[src/rtl/dm_pkg.sv]
package dm_pkg;

  typedef enum logic [2:0] {
    ST_IDLE, ST_COUNT, ST_PRIME, ST_LAUNCH, ST_WAIT, ST_RESOLVE, ST_HALT
  } dm_state_e;

  typedef struct packed {
    logic up;
    logic dn;
    logic clash;
  } dm_req_t;

  // Tap indices must rise from low through center to high.
  function automatic logic taps_ordered(input int unsigned lo,
                                        input int unsigned ctr,
                                        input int unsigned hi);
    return (lo <= ctr) && (ctr <= hi);
  endfunction

  // Slow takes priority: raise when slow, lower only when fast alone.
  function automatic dm_req_t req_decode(input logic slow, input logic fast);
    dm_req_t r;
    r.up    = slow;
    r.dn    = fast & ~slow;
    r.clash = fast & slow;
    return r;
  endfunction

endpackage

[src/rtl/dm_ivl_timer.sv]
module dm_ivl_timer #(
  parameter int CNT_W = 24,
  parameter int PRE_W = 8
) (
  input  logic             clk,
  input  logic             rst_n,
  input  logic             load,
  input  logic             run,
  input  logic [PRE_W-1:0] pre_val,
  input  logic [CNT_W-1:0] cnt_val,
  output logic             zero
);
  logic [CNT_W-1:0] cnt;
  logic [PRE_W-1:0] pre;

  always_ff @(posedge clk or negedge rst_n) begin
    if (!rst_n) begin
      cnt <= '0;
      pre <= '0;
    end else if (load) begin
      cnt <= cnt_val;
      pre <= pre_val;
    end else if (run && cnt != '0) begin
      if (pre == '0) begin
        pre <= pre_val;
        cnt <= cnt - 1'b1;
      end else begin
        pre <= pre - 1'b1;
      end
    end
  end

  assign zero = (cnt == '0);

  // an expired counter never wraps while running
  a_r1_no_wrap: assert property (@(posedge clk) disable iff (!rst_n)
    run && zero && !load |=> zero);
  // main count only moves when the prescaler is exhausted
  a_r1_pace: assert property (@(posedge clk) disable iff (!rst_n)
    run && !load && pre != '0 |=> $stable(cnt));

endmodule

[src/rtl/dm_line_cap.sv]
module dm_line_cap #(
  parameter int TAP_W  = 5,
  parameter int WAIT_W = 2
) (
  input  logic              clk,
  input  logic              rst_n,
  input  logic              act,
  input  logic [TAP_W-1:0]  lo_idx,
  input  logic [TAP_W-1:0]  ctr_idx,
  input  logic [TAP_W-1:0]  hi_idx,
  input  logic [WAIT_W-1:0] wait_sel,
  input  logic [WAIT_W-1:0] wc,
  input  logic              in_wait,
  input  logic              tap_lo,
  input  logic              tap_ctr,
  input  logic              tap_hi,
  output logic              smp_lo,
  output logic              smp_ctr,
  output logic              smp_hi,
  output logic              counted,
  output logic              bad
);
  import dm_pkg::*;

  logic ordered;
  logic cap_now;

  assign ordered = taps_ordered(32'(lo_idx), 32'(ctr_idx), 32'(hi_idx));
  assign counted = act & ordered;
  assign bad     = act & ~ordered;
  assign cap_now = in_wait && (wc == wait_sel);

  always_ff @(posedge clk or negedge rst_n) begin
    if (!rst_n) begin
      smp_lo  <= 1'b0;
      smp_ctr <= 1'b0;
      smp_hi  <= 1'b0;
    end else if (cap_now) begin
      smp_lo  <= tap_lo;
      smp_ctr <= tap_ctr;
      smp_hi  <= tap_hi;
    end
  end

  // samples only move on this line's capture cycle
  a_r4_hold: assert property (@(posedge clk) disable iff (!rst_n)
    !cap_now |=> $stable({smp_lo, smp_ctr, smp_hi}));
  // a line is never both counted and flagged bad
  a_r5_excl: assert property (@(posedge clk) disable iff (!rst_n)
    !(counted && bad));

endmodule

[src/rtl/dm_merge.sv]
module dm_merge #(
  parameter int LINES = 5
) (
  input  logic [LINES-1:0] counted,
  input  logic [LINES-1:0] smp_lo,
  input  logic [LINES-1:0] smp_hi,
  input  logic             any_hi,
  output logic             slow,
  output logic             fast
);
  logic fast_all;
  logic fast_any;

  assign slow     = |(counted & ~smp_lo);
  assign fast_any = |(counted & smp_hi);
  assign fast_all = (|counted) && (&(smp_hi | ~counted));
  assign fast     = any_hi ? fast_any : fast_all;

  always_comb begin
    // with no counted line the fast flag stays low
    a_r7_none: assert (|counted || !fast);
    // slow requires a counted line
    a_r6_src: assert (|counted || !slow);
  end

endmodule

[src/rtl/dly_mon_decide.sv]
module dly_mon_decide #(
  parameter int LINES  = 5,
  parameter int TAP_W  = 5,
  parameter int CRS_W  = 3,
  parameter int WAIT_W = 2,
  parameter int IVL_W  = 24,
  parameter int PRE_W  = 8,
  parameter int REF_W  = 4
) (
  input  logic                    clk,
  input  logic                    rst_n,
  input  logic                    mon_en,
  input  logic                    one_shot,
  input  logic                    prime_en,
  input  logic                    any_hi,
  input  logic [REF_W-1:0]        ref_sel,
  input  logic [PRE_W-1:0]        ivl_pre,
  input  logic [IVL_W-1:0]        ivl_cnt,
  input  logic [LINES-1:0]        line_act,
  input  logic [LINES*TAP_W-1:0]  lo_idx,
  input  logic [LINES*TAP_W-1:0]  ctr_idx,
  input  logic [LINES*TAP_W-1:0]  hi_idx,
  input  logic [LINES*CRS_W-1:0]  coarse_cfg,
  input  logic [LINES*WAIT_W-1:0] wait_cfg,
  input  logic [LINES-1:0]        tap_lo,
  input  logic [LINES-1:0]        tap_ctr,
  input  logic [LINES-1:0]        tap_hi,
  output logic                    prime,
  output logic                    launch,
  output logic [LINES*CRS_W-1:0]  dl_coarse,
  output logic                    ivl_zero,
  output logic [LINES-1:0]        smp_lo,
  output logic [LINES-1:0]        smp_ctr,
  output logic [LINES-1:0]        smp_hi,
  output logic                    slow_trip,
  output logic                    fast_trip,
  output logic                    ref_ctr,
  output logic                    up_req,
  output logic                    dn_req,
  output logic                    adj_err,
  output logic                    range_err,
  output logic                    ref_err,
  output logic                    valid_tap
);
  import dm_pkg::*;

  localparam logic [WAIT_W-1:0] WC_LAST = '1;

  dm_state_e         st, st_nx;
  logic [WAIT_W-1:0] wc;
  logic              tmr_load, tmr_run, in_wait, resolve, expire;
  logic [LINES-1:0]  counted, bad;
  logic              slow_c, fast_c, ref_pick;
  dm_req_t           req_c;
  logic              meas_busy;

  // ---------------- sequencer ----------------
  always_comb begin
    st_nx    = st;
    tmr_load = 1'b0;
    unique case (st)
      ST_IDLE:    begin st_nx = ST_COUNT; tmr_load = 1'b1; end
      ST_COUNT:   if (ivl_zero) st_nx = prime_en ? ST_PRIME : ST_LAUNCH;
      ST_PRIME:   st_nx = ST_LAUNCH;
      ST_LAUNCH:  st_nx = ST_WAIT;
      ST_WAIT:    if (wc == WC_LAST) st_nx = ST_RESOLVE;
      ST_RESOLVE: begin
        st_nx    = one_shot ? ST_HALT : ST_COUNT;
        tmr_load = !one_shot;
      end
      ST_HALT:    st_nx = ST_HALT;
      default:    st_nx = ST_IDLE;
    endcase
    if (!mon_en) begin
      st_nx    = ST_IDLE;
      tmr_load = 1'b0;
    end
  end

  always_ff @(posedge clk or negedge rst_n) begin
    if (!rst_n) begin
      st <= ST_IDLE;
      wc <= '0;
    end else begin
      st <= st_nx;
      wc <= (st == ST_WAIT) ? wc + 1'b1 : '0;
    end
  end

  assign tmr_run   = (st == ST_COUNT);
  assign expire    = tmr_run && ivl_zero && mon_en;
  assign in_wait   = (st == ST_WAIT);
  assign resolve   = (st == ST_RESOLVE) && mon_en;
  assign prime     = (st == ST_PRIME);
  assign launch    = (st == ST_LAUNCH);
  assign meas_busy = (st == ST_PRIME) || (st == ST_LAUNCH) || in_wait || (st == ST_RESOLVE);

  dm_ivl_timer #(.CNT_W(IVL_W), .PRE_W(PRE_W)) u_tmr (
    .clk(clk), .rst_n(rst_n), .load(tmr_load), .run(tmr_run),
    .pre_val(ivl_pre), .cnt_val(ivl_cnt), .zero(ivl_zero)
  );

  // ---------------- per-line capture ----------------
  for (genvar i = 0; i < LINES; i++) begin : g_line
    dm_line_cap #(.TAP_W(TAP_W), .WAIT_W(WAIT_W)) u_cap (
      .clk(clk), .rst_n(rst_n), .act(line_act[i]),
      .lo_idx(lo_idx[i*TAP_W +: TAP_W]),
      .ctr_idx(ctr_idx[i*TAP_W +: TAP_W]),
      .hi_idx(hi_idx[i*TAP_W +: TAP_W]),
      .wait_sel(wait_cfg[i*WAIT_W +: WAIT_W]),
      .wc(wc), .in_wait(in_wait),
      .tap_lo(tap_lo[i]), .tap_ctr(tap_ctr[i]), .tap_hi(tap_hi[i]),
      .smp_lo(smp_lo[i]), .smp_ctr(smp_ctr[i]), .smp_hi(smp_hi[i]),
      .counted(counted[i]), .bad(bad[i])
    );
  end

  // ---------------- merge and decide ----------------
  dm_merge #(.LINES(LINES)) u_merge (
    .counted(counted), .smp_lo(smp_lo), .smp_hi(smp_hi),
    .any_hi(any_hi), .slow(slow_c), .fast(fast_c)
  );

  assign req_c = req_decode(slow_c, fast_c);

  always_comb begin
    ref_pick = 1'b0;
    for (int i = 0; i < LINES; i++)
      if (ref_sel == REF_W'(i)) ref_pick = smp_ctr[i];
  end

  assign ref_err   = (32'(ref_sel) >= LINES);
  assign range_err = |bad;
  assign valid_tap = |line_act;

  always_ff @(posedge clk or negedge rst_n) begin
    if (!rst_n) begin
      slow_trip <= 1'b0;
      fast_trip <= 1'b0;
      up_req    <= 1'b0;
      dn_req    <= 1'b0;
      adj_err   <= 1'b0;
      ref_ctr   <= 1'b0;
      dl_coarse <= '0;
    end else begin
      if (expire) dl_coarse <= coarse_cfg;
      if (resolve) begin
        slow_trip <= slow_c;
        fast_trip <= fast_c;
        up_req    <= req_c.up;
        dn_req    <= req_c.dn;
        adj_err   <= req_c.clash;
        ref_ctr   <= ref_pick;
      end
    end
  end

  // raise and lower are never requested together
  a_r8_excl: assert property (@(posedge clk) disable iff (!rst_n)
    !(up_req && dn_req));
  // a conflict always coincides with a raise request
  a_r8_clash_up: assert property (@(posedge clk) disable iff (!rst_n)
    adj_err |-> up_req && fast_trip);
  // the priming pulse is followed by the launch
  a_r3_prime_then_launch: assert property (@(posedge clk) disable iff (!rst_n)
    prime && mon_en |=> launch);
  // launch only follows an expired interval
  a_r1_launch_after_zero: assert property (@(posedge clk) disable iff (!rst_n)
    launch |-> $past(ivl_zero));
  // coarse snapshot steady during a measurement
  a_r10_coarse_steady: assert property (@(posedge clk) disable iff (!rst_n)
    meas_busy && $past(meas_busy) |-> $stable(dl_coarse));

endmodule

[config.mk]
export PLATFORM = sky130hd
export DESIGN_NAME = dly_mon_decide
export DESIGN_NICKNAME = d
export VERILOG_FILES = /design/src/rtl/dm_pkg.sv /design/src/rtl/dm_ivl_timer.sv /design/src/rtl/dm_line_cap.sv /design/src/rtl/dm_merge.sv /design/src/rtl/dly_mon_decide.sv
export SDC_FILE = /design/constraint.sdc
export NUM_CORES = 1
export LEC_CHECK = 0
export BUFFER_PORTS_ARGS = -buffer_cell sky130_fd_sc_hd__buf_4
export CAP_MARGIN = 15
export CORE_ASPECT_RATIO = 1.1
export CORE_MARGIN = 5
export CORE_UTILIZATION = 54
export DETAILED_ROUTE_END_ITERATION = 16
export PLACE_DENSITY = 0.87
export SLEW_MARGIN = 20
export SYNTH_ARGS = -nofsm -noshare
export SYNTH_HDL_FRONTEND = slang
export SYNTH_SLANG_ARGS = --single-unit
export TNS_END_PERCENT = 5
[constraint.sdc]
create_clock -name clk -period 7.2 [get_ports clk]
set_clock_uncertainty 0.15 [all_clocks]
set_input_delay 0.36 -clock clk [delete_from_list [all_inputs] [get_ports clk]]
set_output_delay 0.36 -clock clk [all_outputs]
set_load 0.005 [all_outputs]
==> results.sh <==
export IMPL_status="finished, violations left"
export IMPL_violations="negative hold slack"
export IMPL_synth_warnings=0
export IMPL_clock_sinks=72
export IMPL_worst_slew_pin_slew_ps=993
export IMPL_viasPerCell=5.69
export IMPL_maxCapViolCount=0
export IMPL_syn_area_um2=5260
export IMPL_grt_max_degree=73
export IMPL_drc_errors=0
export IMPL_post_layout_total_power_uw=1790
export IMPL_postSynth_asyncResetShare=1.00
export IMPL_drt_initial_drc_count=298
export IMPL_crit_arrival_ps=3450
export IMPL_start_util=0.556
export IMPL_die_area_um2=11800
export IMPL_vdd_drop_max_mv=0.247
export IMPL_avgSynthCellArea_um2=9.03
export IMPL_synth_compound_area_frac=0.133
export IMPL_cp_required_ps=7240
export IMPL_ys_types=58
export IMPL_slew_viol_final=0
export IMPL_synthCells=582
export IMPL_numCtsBuffers=9
export IMPL_synth_flop_cell="dfrtp_1"
export IMPL_antenna_found_initial=0
export IMPL_num_rows=37
export IMPL_max_freq_ghz=0.294
export IMPL_grt_pass1_vias=5376
export IMPL_cts_root_buffer="clkbuf_8"
export IMPL_ant_nets=0
export IMPL_vias=5071
export IMPL_start_kind="register"
export IMPL_dieWidth_um=104
export IMPL_worst_setup_path_end_kind="register"
export IMPL_drive_gt1_frac=0.341
export IMPL_routedWlPerCell_um=17.1
export IMPL_timing_hold_ws_ps=-1.54
export IMPL_reg2reg_depth=7
export IMPL_overflow=0
export IMPL_synth_xor_area_frac=0.0467
export IMPL_synth_fa_ha_area_frac=0.129
export IMPL_grt_pass1_wl_um=25500
export IMPL_synth_seq_area_share=0.343
export IMPL_hold_buffers=0
export IMPL_max_slew_margin_rel=0.338
export IMPL_clk_pin_slew_ps=80
export IMPL_rsz0062_at_grt="no"
export IMPL_synth_edf_count=0
export IMPL_htree_levels=3
export IMPL_synth_top_family_by_area="simple AND/OR/NAND/NOR gates"
export IMPL_clk_latency_ps=350
export IMPL_coreArea_um2=9440
export IMPL_diodes=0
export IMPL_synth_area_mux_share=0.0740
export IMPL_synthToLayoutAreaGrowth_pct=33.5
export IMPL_ys_seq_elements=72
export IMPL_io_buffer_count=203
export IMPL_final_nets=985
export IMPL_post_cts_buffers=0
export IMPL_fillers=686
export IMPL_worstReg2RegStart="st[0]$_DFFE_PN0P_"
export IMPL_wl_um=15200
export IMPL_hold_path_class="primary input to asynchronous set/reset pin"
export IMPL_io_pins=204
export IMPL_die_y_um=113
export IMPL_p_per_area_nw_per_um2=256
export IMPL_globalplace_congestion=0.919
export IMPL_cts_tree="yes"
export IMPL_cp_max_fo=26
export IMPL_yosys_area_share_simple=0.191
export IMPL_setup_violations=0
export IMPL_syn_nets=798
export IMPL_leakage_uw=0.00360
export IMPL_clockBufferDepth=2
export IMPL_track_usage=0.259
export IMPL_fin_crit_sh=0.473
export IMPL_dpl_hpwl_um=12500
export IMPL_period_needed_ps=3410
export IMPL_r2r_end="u_tmr.cnt[20]$_DFFE_PN0P_"
export IMPL_drt_pre_antenna_iters=5
export IMPL_r2r_slack_ps=3790
export IMPL_final_hold_viol_count=5
export IMPL_cts_resized=0
export IMPL_critical_path_class="register to register"
export IMPL_setup_tns_ps=0
==> Yosys cell counts, types with 3 or more instances <==
library cell / number / share of area
and2_1: 4 / 0.0048
nor2b_1: 6 / 0.0071
a21oi_1: 29 / 0.028
nor4_2: 3 / 0.0071
o211ai_1: 3 / 0.0043
mux2_2: 31 / 0.066
nor3_1: 13 / 0.012
clkbuf_1: 9 / 0.0064
buf_4: 17 / 0.024
xor2_1: 14 / 0.023
ha_1: 54 / 0.13
a32oi_1: 7 / 0.012
mux2i_1: 4 / 0.0076
a31oi_1: 5 / 0.0060
o22a_1: 4 / 0.0067
and3_1: 6 / 0.0071
nand2b_1: 12 / 0.014
o31ai_1: 3 / 0.0043
nand4_1: 10 / 0.012
nand3b_1: 6 / 0.0086
or3_1: 3 / 0.0036
dfrtp_1: 72 / 0.34
a21o_1: 4 / 0.0057
xnor2_1: 14 / 0.023
nand4b_1: 3 / 0.0050
nand3_1: 21 / 0.020
or2_2: 3 / 0.0036
nor4_1: 5 / 0.0060
o21ai_0: 33 / 0.031
inv_1: 70 / 0.050
nor2_1: 38 / 0.027
nand2_1: 41 / 0.029
==> cell type report <==
| type | count | area [µm²] | share of cell area |
|---|---|---|---|
| multi-input cells | 411 | 3020 | 0.431 |
| flip-flops and latches | 72 | 1800 | 0.257 |
| repair buffers | 205 | 1540 | 0.219 |
| inverters | 70 | 263 | 0.0375 |
| well taps | 117 | 146 | 0.0209 |
| clock buffers | 9 | 124 | 0.0177 |
| clock inverters | 7 | 120 | 0.0171 |
==> power by group <==
part / switching, µW / internal, µW / total (µW)
sequential: 151 / 539 / 690
clock: 158 / 230 / 388
combinational: 362 / 353 / 716
==> worst max path at each step <==
stage,from,end,cells past startpoint,slack (ps)
6_report,st[0]$_DFFE_PN0P_,u_tmr.cnt[20]$_DFFE_PN0P_,7,3790
5_1_grt,st[0]$_DFFE_PN0P_,u_tmr.cnt[22]$_DFFE_PN0P_,7,3480
4_1_cts,st[0]$_DFFE_PN0P_,u_tmr.cnt[20]$_DFFE_PN0P_,7,3800
3_5_place_dp,st[0]$_DFFE_PN0P_,u_tmr.cnt[20]$_DFFE_PN0P_,7,3810
3_3_place_gp,st[0]$_DFFE_PN0P_,u_tmr.cnt[14]$_DFFE_PN0P_,7,3950
2_1_floorplan,u_tmr.cnt[0]$_DFFE_PN0P_,u_tmr.pre[0]$_DFFE_PN0P_,10,4720
==> sequential cells by signal, indices dropped and copies added (netlist names), 2 cells and up <==
signal                cells
u_tmr.cnt                24
dl_coarse                15
u_tmr.pre                 8
wc                        2
st                        3
g_line.u_cap.smp_lo       5
g_line.u_cap.smp_hi       5
g_line.u_cap.smp_ctr      5
==> placed cells by master, fill, tap and decap left out, drive strengths merged, types with 12 or more instances in the layout <==
cell type / n
o21ai: 33
dfrtp: 72
buf: 205
nand2: 41
nand2b: 12
nor3: 15
nor2: 38
inv: 70
a21oi: 29
nand3: 21
xor2: 14
ha: 54
xnor2: 14
mux2: 31
==> cell families (layout without fill, tap and decap cells) <==
| logic type | Yosys count | in the layout |
|---|---|---|
| buffers and inverters | 99 | 291 |
| AOI/OAI and AO/OA | 108 | 108 |
| xor gates and xnor gates | 28 | 28 |
| DFF | 72 | 72 |
| adders and majority gates | 54 | 54 |
| and+or+nand+nor | 186 | 186 |
| muxes | 35 | 35 |
==> metrics by stage <==
stage / util / hold slack, ps / worst slack, ps / area [µm²] / cells
floorplan: - / -85.6 / 4720 / 5260 / 582
global placement: 0.717 / 318 / 3950 / 6770 / 875
detailed placement: 0.717 / 327 / 3810 / 6770 / 875
CTS: 0.743 / 12.1 / 3800 / 7010 / 891
global route: 0.743 / 43.6 / 3480 / 7010 / 891
finish: 0.743 / -1.54 / 3790 / 7010 / 891
==> worst max-delay path: stages (launching register included) <==
cell and delay, ps:
dfrtp_1 500, or2_1 290, a21oi_2 750, nor2b_1 320, nor4_2 750, nor2b_1 270, xnor2_1 130, o21ai_0 80
==> metal layers <==
metal / vias up / GRT usage / part of all wire
met5: - / 0 / 0
met4: 0 / 0.115 / 0.041
met3: 47 / 0.0781 / 0.080
met2: 248 / 0.459 / 0.51
met1: 2367 / 0.288 / 0.37
li1: 2409 / - / -
Note: power is estimated with default switching activity, not from simulation.
